--- config.mk ---
export PLATFORM = sky130hd
export DESIGN_NAME = l3_bus_master
export DESIGN_NICKNAME = d
export VERILOG_FILES = /design/src/rtl/l3m_pkg.sv /design/src/rtl/l3m_delay_timer.sv /design/src/rtl/l3m_shifter.sv /design/src/rtl/l3_bus_master.sv
export SDC_FILE = /design/constraint.sdc
export NUM_CORES = 1
export LEC_CHECK = 0
export BUFFER_PORTS_ARGS = -buffer_cell sky130_fd_sc_hd__buf_2
export CAP_MARGIN = 40
export CORE_ASPECT_RATIO = 1.1
export CORE_MARGIN = 4
export CORE_UTILIZATION = 54
export CTS_CLUSTER_SIZE = 16
export DETAILED_ROUTE_END_ITERATION = 10
export PLACE_DENSITY = 0.79
export SLEW_MARGIN = 20
export SYNTH_ARGS = -nofsm -noshare
export SYNTH_HDL_FRONTEND = slang
export SYNTH_SLANG_ARGS = --single-unit
--- constraint.sdc ---
create_clock -name clk -period 2.3 [get_ports clk]
set_input_delay 0.23 -clock clk [delete_from_list [all_inputs] [get_ports clk]]
set_output_delay 0.23 -clock clk [all_outputs]
set_load 0.01 [all_outputs]
--- src/rtl/l3m_pkg.sv ---
package l3m_pkg;

    typedef enum logic [2:0] {
        ST_IDLE,
        ST_START,
        ST_SETUP,
        ST_BLOW,
        ST_BHIGH,
        ST_HOLD,
        ST_HALT
    } l3m_state_e;

    typedef enum logic [1:0] {
        SH_KEEP,
        SH_LOAD,
        SH_OUT,
        SH_IN
    } l3m_shop_e;

endpackage

--- src/rtl/l3m_delay_timer.sv ---
module l3m_delay_timer #(
    parameter int CNT_W = 4
) (
    input  logic             clk,
    input  logic             rst_n,
    input  logic             load,
    input  logic [CNT_W-1:0] load_val,
    output logic             expired
);
    logic [CNT_W-1:0] cnt_d, cnt_q;

    always_comb begin
        cnt_d = cnt_q;
        if (load)
            cnt_d = load_val - CNT_W'(1);
        else if (cnt_q != '0)
            cnt_d = cnt_q - CNT_W'(1);
    end

    always_ff @(posedge clk or negedge rst_n) begin
        if (!rst_n) cnt_q <= '0;
        else        cnt_q <= cnt_d;
    end

    assign expired = (cnt_q == '0);
endmodule

--- src/rtl/l3m_shifter.sv ---
module l3m_shifter
    import l3m_pkg::*;
#(
    parameter int W = 8
) (
    input  logic         clk,
    input  logic         rst_n,
    input  l3m_shop_e    op,
    input  logic [W-1:0] load_val,
    input  logic         din,
    output logic [W-1:0] q
);
    logic [W-1:0] q_d, q_q;

    always_comb begin
        q_d = q_q;
        case (op)
            SH_LOAD: q_d = load_val;
            SH_OUT:  q_d = {1'b0, q_q[W-1:1]};
            SH_IN:   q_d = {din, q_q[W-1:1]};
            default: q_d = q_q;
        endcase
    end

    always_ff @(posedge clk or negedge rst_n) begin
        if (!rst_n) q_q <= '0;
        else        q_q <= q_d;
    end

    assign q = q_q;
endmodule

--- src/rtl/l3_bus_master.sv ---
module l3_bus_master
    import l3m_pkg::*;
#(
    parameter int T_LOW   = 4,
    parameter int T_HIGH  = 4,
    parameter int T_SETUP = 2,
    parameter int T_HOLD  = 2,
    parameter int T_HALT  = 4,
    parameter int LEN_W   = 4
) (
    input  logic             clk,
    input  logic             rst_n,
    input  logic             req_valid,
    input  logic             req_write,
    input  logic [7:0]       req_addr,
    input  logic [LEN_W-1:0] req_len,
    input  logic [7:0]       wr_data,
    output logic             wr_take,
    output logic [7:0]       rd_data,
    output logic             rd_valid,
    output logic             busy,
    output logic             done,
    output logic             l3_clk_o,
    output logic             l3_mode_o,
    output logic             l3_ctl_oe,
    output logic             l3_data_o,
    output logic             l3_data_oe,
    input  logic             l3_data_i
);
    localparam int BYTE_W = 8;
    localparam int BIT_W  = $clog2(BYTE_W);
    localparam int M1     = (T_LOW > T_HIGH) ? T_LOW : T_HIGH;
    localparam int M2     = (T_SETUP > T_HOLD) ? T_SETUP : T_HOLD;
    localparam int M3     = (M1 > M2) ? M1 : M2;
    localparam int T_MAX  = (M3 > T_HALT) ? M3 : T_HALT;
    localparam int CNT_W  = $clog2(T_MAX + 1);

    typedef struct packed {
        l3m_state_e       state;
        logic [BIT_W-1:0] bit_cnt;
        logic [LEN_W-1:0] left;
        logic             in_data;
        logic             is_wr;
        logic             clk;
        logic             mode;
        logic             dat;
        logic             ctl_oe;
        logic             dat_oe;
        logic             busy;
        logic             done;
        logic             rd_valid;
    } regs_t;

    regs_t            d, q;
    logic             tmr_load;
    logic [CNT_W-1:0] tmr_val;
    logic             tmr_exp;
    l3m_shop_e        sh_op;
    logic [7:0]       sh_val;
    logic [7:0]       sh_q;
    logic             take_c;

    l3m_delay_timer #(.CNT_W(CNT_W)) tmr_i (
        .clk      (clk),
        .rst_n    (rst_n),
        .load     (tmr_load),
        .load_val (tmr_val),
        .expired  (tmr_exp)
    );

    l3m_shifter #(.W(BYTE_W)) shf_i (
        .clk      (clk),
        .rst_n    (rst_n),
        .op       (sh_op),
        .load_val (sh_val),
        .din      (l3_data_i),
        .q        (sh_q)
    );

    always_comb begin
        d          = q;
        d.done     = 1'b0;
        d.rd_valid = 1'b0;
        tmr_load   = 1'b0;
        tmr_val    = '0;
        sh_op      = SH_KEEP;
        sh_val     = req_addr;
        take_c     = 1'b0;
        case (q.state)
            ST_IDLE: begin
                if (req_valid) begin
                    d.state   = ST_START;
                    d.is_wr   = req_write;
                    d.left    = req_len;
                    d.in_data = 1'b0;
                    d.clk     = 1'b1;
                    d.mode    = 1'b1;
                    d.dat     = 1'b1;
                    d.ctl_oe  = 1'b1;
                    d.dat_oe  = 1'b1;
                    d.busy    = 1'b1;
                    sh_op     = SH_LOAD;
                    tmr_load  = 1'b1;
                    tmr_val   = CNT_W'(1);
                end
            end
            ST_START: begin
                if (tmr_exp) begin
                    d.state  = ST_SETUP;
                    d.clk    = 1'b0;
                    d.mode   = 1'b0;
                    tmr_load = 1'b1;
                    tmr_val  = CNT_W'(T_SETUP);
                end
            end
            ST_SETUP: begin
                if (tmr_exp) begin
                    d.state   = ST_BLOW;
                    d.clk     = 1'b0;
                    d.bit_cnt = '0;
                    tmr_load  = 1'b1;
                    tmr_val   = CNT_W'(T_LOW);
                    if (!q.in_data) begin
                        d.dat = sh_q[0];
                    end else if (q.is_wr) begin
                        take_c = 1'b1;
                        sh_op  = SH_LOAD;
                        sh_val = wr_data;
                        d.dat  = wr_data[0];
                    end
                end
            end
            ST_BLOW: begin
                if (tmr_exp) begin
                    d.state  = ST_BHIGH;
                    d.clk    = 1'b1;
                    tmr_load = 1'b1;
                    tmr_val  = CNT_W'(T_HIGH);
                    if (q.in_data && !q.is_wr) sh_op = SH_IN;
                end
            end
            ST_BHIGH: begin
                if (tmr_exp) begin
                    tmr_load = 1'b1;
                    if (q.bit_cnt == BIT_W'(BYTE_W - 1)) begin
                        d.state    = ST_HOLD;
                        tmr_val    = CNT_W'(T_HOLD);
                        d.rd_valid = q.in_data && !q.is_wr;
                    end else begin
                        d.state   = ST_BLOW;
                        d.clk     = 1'b0;
                        d.bit_cnt = q.bit_cnt + BIT_W'(1);
                        tmr_val   = CNT_W'(T_LOW);
                        if (!q.in_data || q.is_wr) begin
                            sh_op = SH_OUT;
                            d.dat = sh_q[1];
                        end
                    end
                end
            end
            ST_HOLD: begin
                if (tmr_exp) begin
                    if (q.left == '0) begin
                        d.state   = ST_IDLE;
                        d.clk     = 1'b0;
                        d.mode    = 1'b0;
                        d.dat     = 1'b0;
                        d.ctl_oe  = 1'b0;
                        d.dat_oe  = 1'b0;
                        d.busy    = 1'b0;
                        d.done    = 1'b1;
                        d.in_data = 1'b0;
                    end else begin
                        d.left    = q.left - LEN_W'(1);
                        d.mode    = 1'b1;
                        d.in_data = 1'b1;
                        d.dat_oe  = q.is_wr;
                        tmr_load  = 1'b1;
                        if (q.in_data) begin
                            d.state = ST_HALT;
                            d.clk   = 1'b0;
                            tmr_val = CNT_W'(T_HALT);
                        end else begin
                            d.state = ST_SETUP;
                            d.clk   = 1'b1;
                            tmr_val = CNT_W'(T_SETUP);
                        end
                    end
                end
            end
            ST_HALT: begin
                if (tmr_exp) begin
                    d.state  = ST_SETUP;
                    d.clk    = 1'b1;
                    tmr_load = 1'b1;
                    tmr_val  = CNT_W'(T_SETUP);
                end
            end
            default: d = '0;
        endcase
    end

    always_ff @(posedge clk or negedge rst_n) begin
        if (!rst_n) q <= '0;
        else        q <= d;
    end

    assign wr_take    = take_c;
    assign rd_data    = sh_q;
    assign rd_valid   = q.rd_valid;
    assign busy       = q.busy;
    assign done       = q.done;
    assign l3_clk_o   = q.clk;
    assign l3_mode_o  = q.mode;
    assign l3_ctl_oe  = q.ctl_oe;
    assign l3_data_o  = q.dat;
    assign l3_data_oe = q.dat_oe;

    assert_idle_quiet_R1: assert property (@(posedge clk) disable iff (!rst_n)
        !busy |-> (!l3_ctl_oe && !l3_data_oe && !l3_clk_o && !l3_mode_o));

    assert_data_steady_R3: assert property (@(posedge clk) disable iff (!rst_n)
        (l3_ctl_oe && $past(l3_ctl_oe) && l3_clk_o && $past(l3_clk_o)) |-> $stable(l3_data_o));

    assert_addr_driven_R5: assert property (@(posedge clk) disable iff (!rst_n)
        (busy && !l3_mode_o) |-> l3_data_oe);

    assert_take_single_R7: assert property (@(posedge clk) disable iff (!rst_n)
        wr_take |=> !wr_take);

    assert_read_release_R8: assert property (@(posedge clk) disable iff (!rst_n)
        (busy && q.in_data && !q.is_wr) |-> !l3_data_oe);

    assert_done_pulse_R9: assert property (@(posedge clk) disable iff (!rst_n)
        done |-> (!busy ##1 !done));

    assert_req_ignored_R10: assert property (@(posedge clk) disable iff (!rst_n)
        (busy && $past(busy)) |-> $stable(q.is_wr));
endmodule

==> parameters.txt, run 1 <==
Parameter                              Value

Outcome
  Result of the run    finished clean

Critical path
  Kind of critical path    reg2reg
  Count of buffer and inverter cells on the critical path    0
  Critical Path AT    2.33 ns
  Critical Path Start Type    flop
  Biggest fanout along the worst timing path    5
  Kind of capture point of the worst setup path    flop
  Category of cells accounting for the largest share of critical-path delay    compound AO/OA/AOI/OAI gates
  Crit path largest cell delay    0.39 ns
  CP Cell Sequence    ha_1 -> ha_1 -> o21ai_1 -> nor2_1 -> a211oi_1 -> nor2_1 -> a21oi_1 -> ha_2 -> a31oi_1 -> a211o_1
  Slowest cell on the critical path    dfrtp_1
  Worst path required time    2.51 ns

GRT
  Via count of the first global-routing pass    1,762
  Number of antenna violations at the first check in global routing    0
  Global-route usage over all layers    23.33%
  Aggregate global routing overflow    0
  Maximum number of pins on one net before global-route repair    38
  First-pass GRT wire length    8.583 mm

Synth
  Post-synth top flop    dfrtp_1
  Most area-consuming cells after synthesis    dfrtp_1, nand2_1, nor2_1
  Post-synthesis register bit count    30
  Number of enable flip-flop cells after synthesis    0
  Synthesized netlist net count    261
  Post-synth cell types    51
  Count of warnings emitted by yosys    0
  Cells after synthesis    231
  Mean area per synthesized cell    8.580 sq um
  Dominant cell type by area after synthesis    dfrtp_1
  Seq/Total Area, Yosys    37.88%
  Leading cell type by number of instances after synthesis    dfrtp_1
  Synthesized cell area    1982 sq um
  Most instantiated cells after synthesis    dfrtp_1, nand2_1, nor2_1, a21oi_1
  Area share of the largest cell type after synthesis    37.88%
  Async set-reset flop share out of synthesis    100.0%

Clocking
  Clock transition at the register clock pins on the worst setup and hold paths after CTS    0.09 ns
  TritonCTS clock tree    built
  Num CTS Buffers    5
  H-tree depth reported by CTS    2
  Buffer cell driving the clock tree root    clkbuf_4
  Clock Tree Buf Depth    2
  Post CTS Setup Buffer Count    0
  Clock sink count    30
  Clock insertion delay at the later pin of the skew report    0.32 ns

Pwr
  Static power due to leakage    1.054 nW
  Net Switching    1.367 mW
  Internal Power    1.653 mW
  Share of total power in sequential cells    32.8%
  IR drop worst, VDD    734.9 uV
  Combinational share of power    57.1%
  Clock share of power    10.1%
  Proportion of total power due to net switching    45.26%
  Pwr/cell area    1295 nW/um^2

Timing
  RSZ-0062 raised after global routing    false
  Fin crit share    91.80%
  Headroom to the max-slew limit    55.85%
  Transition time at the pin with the least slew margin    0.6623 ns
  Number of endpoints failing setup at the final stage    0
  Layout Skew    0.008618 ns
  F_max    0.4736 GHz
  Aggregate negative setup slack    0 ns
  Setup WS post-layout    0.1887 ns
  Pins Over Slew Limit    0
  Minimum period implied by the final worst setup slack    2.111 ns
  Final hold violations    0

Floorplanning
  Chip width    65.76 microns
  Placeable core area    3441 sq um
  # rows    22
  Area of the die    4704 sq um
  Vertical die dimension    71.54 microns
  Top-level I/O count    42
  Initial Util    57.60%

Drt
  Wire length reported by the detailed router    4.930 mm
  Number of vias per cell    5.923
  Drt pass-1 iters    5
  DRC viols    0
  Overall via count from detail_route    1,919
  Post-DR wirelength/cell    15.22 microns
  1st-iter DRT viols    119
  DRT antenna net count    0

Finish
  Number of fillers in the final layout    290
  Share of layout cells above drive strength 1    26.45%
  Final std cells w/o fill    324
  ANT cells    0
  Post-layout net count    307
  Layout overhead on the synthesized area    17.68%

Placement
  Port bufs    41
  GPL Wtd Cong    0.8314
  Number of placed instances, taps included    317
  Worst-case setup slack after placement    0.1816 ns
  Estimated wirelength of the detail-placed design    3.698 mm

Worst hold path
  Path class of the lowest-slack min-delay path    in2reg

Job
  Max_cap viols    0
-- flip-flops by register name, indices dropped and copies added (netlist names) --
name	flops
done	1
q	12
shf_i.q	8
l3_clk_o	1
rd_valid	1
l3_data_oe	1
l3_data_o	1
l3_mode_o	1
tmr_i.cnt_q	3
busy	1
-- cell usage in the layout (no fill, tap or decap), types with 3 or more instances in the layout --
cell	count
o21ai_0	6
nor2b_1	3
a21oi_1	16
a211oi_1	3
buf_2	41
o21a_1	3
a22o_1	4
clkbuf_4	5
ha_1	4
nand2b_1	4
nor3_1	5
or3_1	3
nand2_1	28
o22ai_1	12
mux2i_1	4
o31ai_1	6
nand3_1	4
dfrtp_1	30
nor2_1	25
inv_1	3
o21ai_1	14
buf_4	13
-- power groups by stage --
stage	Combinational (mW)	Sequential [mW]	Clock [mW]
6_report	1.72	0.991	0.305
5_1_grt	1.93	1.03	0.350
3_5_place_dp	1.71	0.997	0
3_3_place_gp	1.68	0.984	0
4_1_cts	1.72	0.986	0.318
2_1_floorplan	1.26	0.944	0
-- final timing paths --
kind,start,end,slack [ns],depth (start not counted)
min in group asynchronous,rst_n,l3_data_oe,0.46,2
max reg2reg,q[14],tmr_i.cnt_q[2],0.19,10
max in group asynchronous,rst_n,rd_valid,1.40,2
max,q[14],tmr_i.cnt_q[2],0.19,10
min reg2reg,l3_data_o,l3_data_o,0.50,1
min,l3_data_i,shf_i.q[7],0.14,3
-- kinds of logic (layout without fill, tap and decap cells) --
group | after synthesis | after routing | share of synthesized area (%)
AOI/OAI and AO/OA | 80 | 80 | 26.20
xor gates and xnor gates | 1 | 1 | 0.4420
DFF | 30 | 30 | 37.88
and+or+nand+nor | 88 | 88 | 23.17
muxes | 7 | 7 | 3.725
adders and majority gates | 5 | 5 | 3.157
buffers and inverters | 20 | 65 | 5.429
-- stage by stage --
stage	cell area, sq um	utilization, %	hold WS, ns	power (mW)
2_1_floorplan	1982	-	-0.06559	2.206
3_3_place_gp	2268	65.93	0.2948	2.666
3_5_place_dp	2268	65.93	0.2972	2.704
4_1_cts	2330	67.71	0.1376	3.020
5_1_grt	2332	67.78	0.1451	3.313
6_report	2332	67.78	0.1401	3.020
-- worst reg2reg max path: cells and delay by family (launching register included) --
kind / cells / cell delay (ns)
and+or+nand+nor: 2 / 0.13
adders and majority gates: 3 / 0.66
DFF: 1 / 0.39
AOI/OAI and AO/OA: 5 / 0.83
-- routing by layer --
metal  wire [microns]  share of wire [%]  up-vias  track usage, %
li1                 -                  -      944               -
met4               99                2.0        0           8.295
met2             2356                 48       74           35.41
met3              335                6.8       11           6.113
met1             2138                 43      890           31.98
met5                0                  0        -               0
-- cell type report --
type	count	area, sq um	share of cell area (%)
flip-flops and latches	30	750.7	32.19
multi-input cells	181	1126	48.28
clock buffers	6	51.30	2.200
inverters	3	11.26	0.4828
well taps	48	60.06	2.575
repair buffers	56	332.8	14.27
-- what timing repair did --
action	in CTS	in global routing
resized for setup	0	1
endpoints found under the setup margin	0	1
hold endpoints to repair	30	0
hold buffers	1	0
Note: power is estimated with default switching activity, not from simulation.
==> inputs of run 2 (changes only) <==
==> constraint.sdc (replaced) <==
create_clock -name clk -period 2.1 [get_ports clk]
set_input_delay 0.21 -clock clk [delete_from_list [all_inputs] [get_ports clk]]
set_output_delay 0.21 -clock clk [all_outputs]
set_load 0.01 [all_outputs]
==> run 2 against run 1 <==
Count of clock-buffer cells in the layout up 1. Worst hold slack worse by 0.023 ns. Die area unchanged. Critical path depth unchanged. Clock power up 20%. First-iteration DRC count down 12%. Cell area up 5.6%. Via count up 4.0%. Register-to-register slack worse by 0.13 ns.
==> parameters.txt, run 2 (same netlist as run 1, synthesis figures left out) <==
Parameter                              Value

Outcome
  Result of the run    finished clean

Timing
  Number of endpoints failing setup at the final stage    0
  RSZ-0062 raised after global routing    true
  Aggregate negative setup slack    0 ns
  Transition time at the pin with the least slew margin    0.6497 ns
  Layout Skew    0.01093 ns
  Tightest hold margin    0.1168 ns
  Final hold violations    0
  Headroom to the max-slew limit    56.69%
  Minimum period implied by the final worst setup slack    2.041 ns
  F_max    0.4900 GHz
  Pins Over Slew Limit    0
  Fin crit share    97.18%

Pwr
  Total power    3.513 mW
  Share of total power in sequential cells    30.5%
  Internal Power    1.922 mW
  Clock share of power    10.4%
  Proportion of total power due to net switching    45.30%
  Net Switching    1.592 mW
  Pwr/cell area    1427 nW/um^2
  Combinational share of power    59.1%
  IR drop worst, VDD    897.5 uV
  Static power due to leakage    1.116 nW

Floorplanning
  Vertical die dimension    71.54 microns
  Initial Util    57.60%
  # rows    22
  Area of the die    4704 sq um
  Chip width    65.76 microns
  Top-level I/O count    42
  Placeable core area    3441 sq um

Placement
  Estimated wirelength of the detail-placed design    3.797 mm
  Port bufs    41
  Post-Place Cell Area    2323 sq um
  GPL Wtd Cong    0.9517

Worst hold path
  Cell depth of the worst min-delay path    3
  Path class of the lowest-slack min-delay path    in2reg
  Endpoint, Worst Hold    shf_i.q[7]
  Worst Min Path Start    l3_data_i

Drt
  Met2 wire len    2.531 mm
  DRT antenna net count    0
  Overall via count from detail_route    1,996
  Post-DR wirelength/cell    15.22 microns
  Wire length reported by the detailed router    5.159 mm
  Top routing layer used    met4
  DRC viols    0
  Drt pass-1 iters    4
  Length of routed wiring on met1    2.183 mm
  Routed length on met3    343 microns
  1st-iter DRT viols    105
  Number of vias per cell    5.888

Critical path
  Cell depth of the worst flop-to-flop path    10
  Kind of critical path    reg2reg
  Kind of capture point of the worst setup path    flop
  Biggest fanout along the worst timing path    4
  Worst path required time    2.33 ns
  Crit path launch    q[15]
  Worst reg2reg path endpoint    tmr_i.cnt_q[2]
  Worst R2R Start    q[15]
  Register-to-register setup slack    0.06 ns
  Critical Path AT    2.27 ns
  Critical Path Start Type    flop

Clocking
  TritonCTS clock tree    built
  Clock insertion delay at the later pin of the skew report    0.34 ns
  Clock sink count    30
  Num CTS Buffers    5
  Buffer cell driving the clock tree root    clkbuf_4
  Clock Tree Buf Depth    2
  H-tree depth reported by CTS    2
  Clock transition at the register clock pins on the worst setup and hold paths after CTS    0.10 ns

Job
  Max_cap viols    0

Finish
  Layout overhead on the synthesized area    24.24%
  Most frequent standard cell in the layout excluding fill and tap cells    buf_2
  Most frequent cells in the layout    buf_2, dfrtp_1, nand2_1
  Largest registers in the final layout    q x12, shf_i.q x8, tmr_i.cnt_q x3
  Area taken by flip-flops and latches    752.0 sq um
  Flip-flop count of the largest register, all copies and words added    12
  Post-layout net count    320
  Share of layout cells above drive strength 1    32.65%
  ANT cells    0
  Multi-input gate area in the final layout    1161 sq um
  Total non-filler cell area in the finished layout    2462 sq um
  Top register by number of flip-flops    q
  Number of fillers in the final layout    272

GRT
  Global-route usage over all layers    22.80%
  Aggregate global routing overflow    0
  Via count of the first global-routing pass    1,879
  Maximum number of pins on one net before global-route repair    31
  First-pass GRT wire length    8.500 mm
  Number of antenna violations at the first check in global routing    0
==> run 2: worst max-delay path, stage by stage, from the launching register on <==
cell      delay, ns
dfrtp_1        0.40
ha_2           0.21
ha_4           0.16
o21ai_2        0.13
nor2_1         0.06
a211oi_2       0.19
nor2_1         0.08
a21oi_1        0.14
ha_2           0.23
a221oi_2       0.07
a211o_1        0.27
==> run 2: power by group through the flow <==
stage	registers [mW]	clock network, mW	logic [mW]
2_1_floorplan	1.03	0	1.38
3_3_place_gp	1.06	0	1.93
3_5_place_dp	1.07	0	1.97
4_1_cts	1.06	0.373	2.00
5_1_grt	1.11	0.408	2.29
6_report	1.07	0.365	2.08
==> run 2: how the worst max path moves through the flow <==
stage / endpoint / slack [ns]
finish: tmr_i.cnt_q[2] / 0.06
global route: tmr_i.cnt_q[2] / -0.08
CTS: tmr_i.cnt_q[2] / 0.03
detailed placement: tmr_i.cnt_q[2] / -0.02
global placement: tmr_i.cnt_q[2] / 0.04
floorplan: tmr_i.cnt_q[2] / 0.11
==> run 2: per-stage QoR <==
stage	cells	util, %	setup slack [ns]
CTS	336	69.85	0.02829
global route	339	71.56	-0.08091
finish	339	71.56	0.05924
global placement	326	67.53	0.04373
detailed placement	326	67.53	-0.01577
floorplan	231	-	0.1134
==> run 2: what timing repair did <==
| item | in CTS | in global routing |
|---|---|---|
| hold buffers | 1 | 0 |
| hold endpoints to repair | 30 | 0 |
| resized for setup | 1 | 9 |
| pin swaps | 1 | 6 |
| endpoints found under the setup margin | 1 | 2 |
| setup buffers | 1 | 3 |
| gates cloned | 0 | 0 |
==> run 2: cell type report <==
type | count | area share (%)
multi-input cells | 181 | 47.15
repair buffers | 69 | 16.97
clock buffers | 7 | 2.236
well taps | 48 | 2.439
clock inverters | 1 | 0.2033
flip-flops and latches | 30 | 30.54
inverters | 3 | 0.4573
==> run 2: metal layers <==
layer | track usage [%] | up-vias
li1 | - | 970
met1 | 29.17 | 942
met2 | 37.64 | 71
met3 | 4.545 | 13
met4 | 8.756 | 0
met5 | 0 | -
==> inputs of run 3 (changes only) <==
--- a/config.mk
+++ b/config.mk
@@ -7,7 +7,7 @@
 export LEC_CHECK = 0
 export BUFFER_PORTS_ARGS = -buffer_cell sky130_fd_sc_hd__buf_2
 export CAP_MARGIN = 40
-export CORE_ASPECT_RATIO = 1.1
+export CORE_ASPECT_RATIO = 0.6
 export CORE_MARGIN = 4
 export CORE_UTILIZATION = 54
 export CTS_CLUSTER_SIZE = 16
==> run 3 against run 2 <==
Clock skew is 0.0057 ns lower. Clock power is 32% higher. Sequential power hardly changed. Combinational power is 3% higher. Register-to-register slack worse by 0.04 ns. Worst hold slack better by 0.042 ns.
==> parameters.txt, run 3 (same netlist as run 1, synthesis figures left out) <==
Parameter                              Value

Outcome
  Result of the run    finished clean

Critical path
  Register-to-register setup slack    0.02 ns
  Worst reg2reg path endpoint    tmr_i.cnt_q[2]
  Slowest cell on the critical path    dfrtp_1
  Kind of capture point of the worst setup path    flop
  Count of buffer and inverter cells on the critical path    0
  Critical Path Start Type    flop
  Worst path required time    2.27 ns
  Biggest fanout along the worst timing path    4
  Kind of critical path    reg2reg
  CP dominant cell by count    ha_2
  Crit path largest cell delay    0.39 ns
  Crit path launch    q[15]
  Worst R2R Start    q[15]
  Cell depth of the worst flop-to-flop path    10
  Critical Path AT    2.25 ns
  Category of cells accounting for the largest share of critical-path delay    compound AO/OA/AOI/OAI gates
  CP Cell Sequence    ha_2 -> ha_4 -> o21ai_2 -> nor2_1 -> a211oi_2 -> nor2_2 -> a21oi_2 -> ha_2 -> a221oi_2 -> a211o_1

Finish
  Top register by number of flip-flops    q
  Utilization after layout    74.08%
  Share of layout cells above drive strength 1    32.06%
  ANT cells    0
  Multi-input gate area in the final layout    1167 sq um
  Flip-flop count of the largest register, all copies and words added    12
  Area taken by flip-flops and latches    750.7 sq um
  Post-layout net count    316
  Layout overhead on the synthesized area    26.45%
  Final std cells w/o fill    332
  Largest registers in the final layout    q x12, shf_i.q x8, tmr_i.cnt_q x3
  Most frequent cells in the layout    buf_2, dfrtp_1, nand2_1
  Number of fillers in the final layout    264
  Most frequent standard cell in the layout excluding fill and tap cells    buf_2

Drt
  1st-iter DRT viols    253
  DRC viols    0
  Wire length reported by the detailed router    5.583 mm
  Number of vias per cell    6.145
  DRT antenna net count    0
  Overall via count from detail_route    2,040
  Drt pass-1 iters    5
  Post-DR wirelength/cell    16.82 microns

Placement
  Number of placed instances, taps included    320
  Port bufs    41
  Worst-case setup slack after placement    -0.05547 ns
  Estimated wirelength of the detail-placed design    4.107 mm
  GPL Wtd Cong    0.9425

Floorplanning
  Chip width    86.21 microns
  Vertical die dimension    54.93 microns
  # rows    16
  Top-level I/O count    42
  Area of the die    4735 sq um
  Placeable core area    3383 sq um
  Initial Util    58.58%

Timing
  RSZ-0062 raised after global routing    true
  Final hold violations    0
  Minimum period implied by the final worst setup slack    2.079 ns
  Number of endpoints failing setup at the final stage    0
  Layout Skew    0.005206 ns
  Pins Over Slew Limit    0
  Setup WS post-layout    0.02089 ns
  Transition time at the pin with the least slew margin    0.6961 ns
  Tightest hold margin    0.1585 ns
  Fin crit share    99.01%
  Headroom to the max-slew limit    53.59%
  F_max    0.4810 GHz

Clocking
  Clock transition at the register clock pins on the worst setup and hold paths after CTS    0.07 ns
  TritonCTS clock tree    built
  Clock Tree Buf Depth    2
  H-tree depth reported by CTS    2
  Clock sink count    30
  Num CTS Buffers    5
  Clock insertion delay at the later pin of the skew report    0.28 ns
  Buffer cell driving the clock tree root    clkbuf_8

GRT
  Layer with the highest usage after global routing    met1
  Met1 usage    37.84%
  First-pass GRT wire length    8.721 mm
  Aggregate global routing overflow    0
  Number of antenna violations at the first check in global routing    0
  Global-route usage over all layers    24.49%
  Met2 track demand over resource in global routing    34.78%
  GR Util met3    5.178%
  Via count of the first global-routing pass    1,741
  Maximum number of pins on one net before global-route repair    31

Worst hold path
  Worst Min Path Start    l3_data_i
  Path class of the lowest-slack min-delay path    in2reg
  Cell depth of the worst min-delay path    3
  Endpoint, Worst Hold    shf_i.q[7]

Pwr
  IR drop worst, VDD    1058 uV
  Pwr/cell area    1476 nW/um^2
  Static power due to leakage    1.125 nW
  Total power    3.700 mW

Job
  Max_cap viols    0
==> run 3: how the worst max path moves through the flow <==
stage                      to  slack [ns]  cells after the start
6_report       tmr_i.cnt_q[2]        0.02                     10
5_1_grt        tmr_i.cnt_q[2]       -0.06                     10
4_1_cts        tmr_i.cnt_q[2]        0.02                     10
3_5_place_dp   tmr_i.cnt_q[2]       -0.06                     10
3_3_place_gp   tmr_i.cnt_q[2]      -0.004                     10
2_1_floorplan  tmr_i.cnt_q[2]        0.11                     10
==> run 3: timing repair <==
item / in CTS / in global routing
endpoints found under the setup margin: 1 / 2
hold endpoints to repair: 30 / 0
buffers inserted: 1 / 2
resized for setup: 2 / 8
hold buffers: 1 / 0
cloned: 0 / 0
pin swaps: 2 / 7
==> run 3: final cells by class <==
type,count,area share [%]
clock buffer,6,3.295
clock inverter,2,0.4993
inverter,3,0.4493
multi-input combinational,181,46.58
sequential,30,29.96
tap,45,2.247
timing repair buffer,65,16.97
==> run 3: worst min-delay path, stage by stage <==
cell     delay [ns]
buf_2          0.08
nand3_1        0.05
o21ai_1        0.07
==> run 3: per-layer routing <==
| metal | routed length, microns | up-vias |
|---|---|---|
| met5 | 0 | - |
| met1 | 2559 | 947 |
| met2 | 2417 | 125 |
| met3 | 563 | 7 |
| met4 | 42 | 0 |
| li1 | - | 961 |
==> run 3: report_power, final <==
group	switching (mW)	internal [mW]	total (mW)	leakage, nW
clock	0.218	0.263	0.481	0.0472
sequential	0.258	0.816	1.07	0.381
combinational	1.19	0.954	2.15	0.696
==> run 3: per-stage QoR <==
step | TNS, ns | instance area, sq um
floorplan | 0 | 1982
global placement | -0.003968 | 2335
detailed placement | -0.05547 | 2335
CTS | 0 | 2455
global route | -0.05974 | 2506
finish | 0 | 2506
